[src/rtl/cn_pkg.sv]
package cn_pkg;
   typedef enum logic [1:0] {
      ADR_EN_LO = 2'd0,
      ADR_EN_HI = 2'd1,
      ADR_PU_LO = 2'd2,
      ADR_PU_HI = 2'd3
   } cn_addr_e;
endpackage

[src/rtl/cn_sync.sv]
module cn_sync #(
   parameter int WIDTH  = 21,
   parameter int STAGES = 2
) (
   input  logic             clk,
   input  logic             rst_n,
   input  logic [WIDTH-1:0] d,
   output logic [WIDTH-1:0] q
);
   logic [WIDTH-1:0] chain [STAGES];

   for (genvar st = 0; st < STAGES; st++) begin : g_stage
      if (st == 0) begin : g_first
         always_ff @(posedge clk or negedge rst_n)
            if (!rst_n) chain[st] <= '0;
            else        chain[st] <= d;
      end else begin : g_next
         always_ff @(posedge clk or negedge rst_n)
            if (!rst_n) chain[st] <= '0;
            else        chain[st] <= chain[st-1];
      end
   end

   assign q = chain[STAGES-1];
endmodule

[src/rtl/cn_regs.sv]
module cn_regs
   import cn_pkg::*;
#(
   parameter int NUM_PINS = 21,
   parameter int DATA_W   = 16
) (
   input  logic                clk,
   input  logic                rst_n,
   input  logic                we,
   input  logic [1:0]          addr,
   input  logic [DATA_W-1:0]   wdata,
   output logic [DATA_W-1:0]   rdata,
   output logic [NUM_PINS-1:0] en,
   output logic [NUM_PINS-1:0] pu
);
   localparam int LO_PINS = DATA_W;
   localparam int HI_PINS = NUM_PINS - LO_PINS;

   logic [NUM_PINS-1:0] en_q, pu_q;
   cn_addr_e            sel;

   assign sel = cn_addr_e'(addr);

   always_ff @(posedge clk or negedge rst_n) begin
      if (!rst_n) begin
         en_q <= '0;
         pu_q <= '0;
      end else if (we) begin
         case (sel)
            ADR_EN_LO: en_q[LO_PINS-1:0]        <= wdata[LO_PINS-1:0];
            ADR_EN_HI: en_q[NUM_PINS-1:LO_PINS] <= wdata[HI_PINS-1:0];
            ADR_PU_LO: pu_q[LO_PINS-1:0]        <= wdata[LO_PINS-1:0];
            default:   pu_q[NUM_PINS-1:LO_PINS] <= wdata[HI_PINS-1:0];
         endcase
      end
   end

   always_comb begin
      rdata = '0;
      case (sel)
         ADR_EN_LO: rdata[LO_PINS-1:0] = en_q[LO_PINS-1:0];
         ADR_EN_HI: rdata[HI_PINS-1:0] = en_q[NUM_PINS-1:LO_PINS];
         ADR_PU_LO: rdata[LO_PINS-1:0] = pu_q[LO_PINS-1:0];
         default:   rdata[HI_PINS-1:0] = pu_q[NUM_PINS-1:LO_PINS];
      endcase
   end

   assign en = en_q;
   assign pu = pu_q;
endmodule

[src/rtl/cn_detect.sv]
module cn_detect #(
   parameter int NUM_PINS = 21,
   parameter bit WAKE_EN  = 1'b1
) (
   input  logic                clk,
   input  logic                rst_n,
   input  logic [NUM_PINS-1:0] raw,
   input  logic [NUM_PINS-1:0] synced,
   input  logic [NUM_PINS-1:0] en,
   input  logic                clr,
   output logic                flag,
   output logic                wake
);
   logic [NUM_PINS-1:0] prev_q;
   logic                flag_q;
   logic                hit;

   // The previous sample tracks every pin, enabled or not.
   always_ff @(posedge clk or negedge rst_n)
      if (!rst_n) prev_q <= '0;
      else        prev_q <= synced;

   assign hit = |((synced ^ prev_q) & en);

   // A set request has priority over a clear.
   always_ff @(posedge clk or negedge rst_n)
      if (!rst_n)   flag_q <= 1'b0;
      else if (hit) flag_q <= 1'b1;
      else if (clr) flag_q <= 1'b0;

   assign flag = flag_q;

   if (WAKE_EN) begin : g_wake
      assign wake = |((raw ^ prev_q) & en);
   end else begin : g_no_wake
      assign wake = 1'b0;
   end
endmodule

[src/rtl/pin_change_notifier.sv]
module pin_change_notifier #(
   parameter int NUM_PINS    = 21,
   parameter int DATA_W      = 16,
   parameter int SYNC_STAGES = 2,
   parameter bit WAKE_EN     = 1'b1
) (
   input  logic                clk,
   input  logic                rst_n,
   input  logic                reg_we,
   input  logic [1:0]          reg_addr,
   input  logic [DATA_W-1:0]   reg_wdata,
   output logic [DATA_W-1:0]   reg_rdata,
   input  logic [NUM_PINS-1:0] pin_in,
   input  logic [NUM_PINS-1:0] pin_is_input,
   input  logic                flag_clr,
   output logic                irq,
   output logic                wake,
   output logic [NUM_PINS-1:0] pullup_en
);
   if (NUM_PINS <= DATA_W || NUM_PINS > 2 * DATA_W) begin : g_bad_pins
      $error("NUM_PINS must span both register words");
   end
   if (SYNC_STAGES < 2) begin : g_bad_sync
      $error("SYNC_STAGES must be at least 2");
   end

   logic [NUM_PINS-1:0] synced, en, pu;

   cn_sync #(.WIDTH(NUM_PINS), .STAGES(SYNC_STAGES)) u_sync (
      .clk(clk), .rst_n(rst_n), .d(pin_in), .q(synced));

   cn_regs #(.NUM_PINS(NUM_PINS), .DATA_W(DATA_W)) u_regs (
      .clk(clk), .rst_n(rst_n), .we(reg_we), .addr(reg_addr),
      .wdata(reg_wdata), .rdata(reg_rdata), .en(en), .pu(pu));

   cn_detect #(.NUM_PINS(NUM_PINS), .WAKE_EN(WAKE_EN)) u_detect (
      .clk(clk), .rst_n(rst_n), .raw(pin_in), .synced(synced), .en(en),
      .clr(flag_clr), .flag(irq), .wake(wake));

   assign pullup_en = pu & pin_is_input;
endmodule

[config.mk]
export PLATFORM = sky130hd
export DESIGN_NAME = pin_change_notifier
export DESIGN_NICKNAME = d
export VERILOG_FILES = /design/src/rtl/cn_pkg.sv /design/src/rtl/cn_sync.sv /design/src/rtl/cn_regs.sv /design/src/rtl/cn_detect.sv /design/src/rtl/pin_change_notifier.sv
export SDC_FILE = /design/constraint.sdc
export NUM_CORES = 1
export LEC_CHECK = 0
export BUFFER_PORTS_ARGS = -buffer_cell sky130_fd_sc_hd__buf_2
export CAP_MARGIN = 20
export CELL_PAD_IN_SITES_DETAIL_PLACEMENT = 1
export CELL_PAD_IN_SITES_GLOBAL_PLACEMENT = 2
export CORE_UTILIZATION = 39
export DETAILED_ROUTE_END_ITERATION = 7
export GPL_ROUTABILITY_DRIVEN = 0
export PLACE_DENSITY = 0.93
export SETUP_SLACK_MARGIN = 0.2
export SKIP_CTS_REPAIR_TIMING = 1
export SLEW_MARGIN = 20
export SYNTH_ARGS = -nofsm -noshare
export SYNTH_HDL_FRONTEND = slang
export SYNTH_SLANG_ARGS = --single-unit
[constraint.sdc]
create_clock -name clk -period 2.5 [get_ports clk]
set_clock_uncertainty 0.05 [all_clocks]
set_input_delay 0.5 -clock clk [delete_from_list [all_inputs] [get_ports clk]]
set_output_delay 0.5 -clock clk [all_outputs]
set_load 0.01 [all_outputs]
==> results.sh <==
export IMPL_reg2reg_from="u_detect.prev_q[4]"
export IMPL_syn_avg_cell_area_sq_um=15.07
export IMPL_nFillCells=1107
export IMPL_clock_sinks=106
export IMPL_synth_simple_area_share_pct=6.599
export IMPL_dpl_hpwl_mm=6.730
export IMPL_regArea_sq_mm=0.002653
export IMPL_outcome="complete, no violations"
export IMPL_fin_cells=533
export IMPL_grt_pass1_vias=2799
export IMPL_antenna_cells=0
export IMPL_ff2ff_setup_slack_ns=0.88
export IMPL_p_leak_nw=2.404
export IMPL_synthToLayoutAreaGrowth_pct=21.17
export IMPL_postRouteAntennaNets=0
export IMPL_rows=37
export IMPL_numCtsBuffers=9
export IMPL_p_seq_share_pct=57.4
export IMPL_comb_power_share_pct=17.4
export IMPL_final_nets=457
export IMPL_syn_nets=342
export IMPL_synth_cells=278
export IMPL_synth_seq_cells=106
export IMPL_critPathKind="register to output pin"
export IMPL_seq_area_frac_synth_pct=63.30
export IMPL_grt_max_degree=38
export IMPL_max_freq_mhz=412.3
export IMPL_clk_latency_ns=0.35
export IMPL_synth_cell_area_sq_mm=0.004190
export IMPL_post_drt_wl_per_cell_um=16.89
export IMPL_antenna_found_initial=0
export IMPL_peakVddDrop_mv=0.3114
export IMPL_cts_tree="yes"
export IMPL_track_usage_pct=17.67
export IMPL_cpLargestDelayFamily="simple AND/OR/NAND/NOR gates"
export IMPL_grt_first_pass_wirelength_mm=14.95
export IMPL_pre_cts_slack_ns=0.1109
export IMPL_worstPathMaxFanout=2
export IMPL_cp_num_buf_inv=1
export IMPL_clock_path_buffers=2
export IMPL_worst_r2r_path_depth=5
export IMPL_synth_mux_area_share_pct=16.60
export IMPL_crit_slowest_cell="dfrtp_1"
export IMPL_worstPathRequired_ns=1.95
export IMPL_fin_ws_ns=0.07465
export IMPL_placed_cells=516
export IMPL_drtIter0Drc=99
export IMPL_arrival_ns=1.88
export IMPL_worst_hold_slack_ns=0.05141
export IMPL_max_slew_worst_pin_slew_ns=0.6515
export IMPL_max_stage_delay_ns=0.41
export IMPL_first_pass_iters=4
export IMPL_drv_slew=0
export IMPL_hold_class="input port to async pin"
export IMPL_switchingPower_mw=0.9873
export IMPL_drt_total_wl_mm=9.002
export IMPL_initial_core_util_pct=40.41
export IMPL_synth_fa_ha_area_share_pct=0
export IMPL_design_area_sq_mm=0.005077
export IMPL_multi_input_comb_area_sq_mm=0.001503
export IMPL_cts_root_buf="clkbuf_8"
export IMPL_dpl_cell_area_sq_mm=0.004891
export IMPL_maxCapViolations=0
export IMPL_drive_above_1_share_pct=43.58
export IMPL_htreeDepth=3
export IMPL_ys_types=21
export IMPL_viasPerCell=4.863
export IMPL_power_density_mw_per_mm2=705.4
export IMPL_rsz0062_at_grt="yes"
export IMPL_drc=0
export IMPL_period_share_pct=97.01
export IMPL_synth_top_family_by_area="multiplexers"
export IMPL_boundaryPins=103
export IMPL_p_int_mw=2.594
export IMPL_crit_chain="xor2_1 -> a222oi_1 -> nand3_1 -> or3_4 -> buf_6"
export IMPL_synth_compound_area_share_pct=3.762
export IMPL_setup_viol=0
export IMPL_period_needed_ns=2.425
export IMPL_yosysWarnings=0
export IMPL_critPathCaptureType="output pin"
export IMPL_die_h_um=105.7
export IMPL_clk_pin_slew_ns=0.10
export IMPL_swShare_pct=27.57
export IMPL_synth_xor_area_share_pct=8.779
export IMPL_p_clk_share_pct=25.2
export IMPL_slew_headroom_pct=56.57
export IMPL_dieWidth_um=105.7
export IMPL_finalHoldViolCount=0
export IMPL_reg2reg_to="u_detect.flag"
export IMPL_io_buffers=102
export IMPL_cp_start_kind="register"
export IMPL_vias=2592
export IMPL_overflow=0
export IMPL_die_area_sq_mm=0.01116
export IMPL_coreArea_sq_mm=0.01037
worst max path at each step:
stage / to / startpoint / slack [ns] / cells past startpoint
3_3_place_gp: wake / pin_in[0] / 0.06 / 6
2_1_floorplan: wake / pin_in[0] / 0.50 / 4
3_5_place_dp: wake / pin_in[0] / 0.11 / 6
5_1_grt: wake / u_detect.prev_q[0] / -0.03 / 5
6_report: wake / u_detect.prev_q[0] / 0.07 / 5
4_1_cts: wake / u_detect.prev_q[0] / -0.07 / 5
Yosys cell counts:
cell      number  share of area (%)
nand3_1        4               0.48
nand3b_4       1               0.48
buf_4          2               0.36
or3_1          2               0.30
dfrtp_1      106                 63
nor3b_4        1               0.45
nor2b_1        1               0.15
clkbuf_1       1              0.089
a21oi_1        1               0.12
nand4_1        3               0.45
a222oi_1       1               0.24
a22oi_1       19                3.4
mux4_2         5                2.7
xor2_1        42                8.8
buf_6          1               0.27
buf_2          2               0.24
mux2i_1       11                2.6
nor2_1        11               0.99
and2_1        21                3.1
mux2_2        42                 11
nand3b_1       1               0.18
cell usage in the layout (no fill, tap or decap), types with 2 or more instances in the layout:
| cell | netlist | final |
|---|---|---|
| dfrtp_1 | 106 | 106 |
| buf_2 | 2 | 100 |
| xor2_1 | 42 | 42 |
| mux2_2 | 42 | 42 |
| and2_1 | 21 | 21 |
| a22oi_1 | 19 | 19 |
| mux2i_1 | 11 | 11 |
| nor2_1 | 11 | 11 |
| clkbuf_8 | 0 | 9 |
| buf_4 | 2 | 8 |
| mux4_2 | 5 | 5 |
| nand3_1 | 4 | 4 |
| nand4_1 | 3 | 3 |
| clkinvlp_4 | 0 | 2 |
| clkbuf_1 | 1 | 2 |
logic make-up after synthesis:
kind of cell	Yosys count
DFF	106
muxes	58
and+or+nand+nor	45
xor gates and xnor gates	42
AOI/OAI and AO/OA	21
buffers and inverters	6
layer usage:
metal  up-vias  wire length, um  track usage (%)
met4         0               71            5.357
met5         -                0                0
met1      1308             4196            24.41
li1       1204                -                -
met3         6              371            2.907
met2        74             4362            28.66
power by group through the flow:
stage          Clock (mW)  Sequential, mW  Combinational (mW)
4_1_cts             0.940            2.06               0.636
5_1_grt              1.01            2.09               0.694
2_1_floorplan           0            2.03               0.386
3_5_place_dp            0            2.09               0.631
6_report            0.902            2.05               0.624
3_3_place_gp            0            2.08               0.612
per-stage QoR:
stage / util (%) / power [mW] / TNS [ns]
4_1_cts: 48.71 / 3.632 / -0.06597
2_1_floorplan: - / 2.412 / 0
6_report: 48.96 / 3.581 / 0
3_5_place_dp: 47.16 / 2.720 / 0
3_3_place_gp: 47.16 / 2.687 / 0
5_1_grt: 48.96 / 3.788 / -0.03099
area by class of cell:
class,instances,share of cell area [%]
Tap cell,136,3.351
Sequential cell,106,52.24
Clock buffer,11,2.587
Clock inverter,4,0.5668
Timing Repair Buffer,110,11.66
Multi-Input combinational cell,166,29.60
flip-flops by register name, indices dropped and copies added (netlist names):
name	flops
u_regs.en	21
u_detect.flag	1
u_detect.prev_q	21
u_sync.q	21
u_regs.pu	21
u_sync.chain	21
No activity file was read; power rests on OpenSTA's default activity.
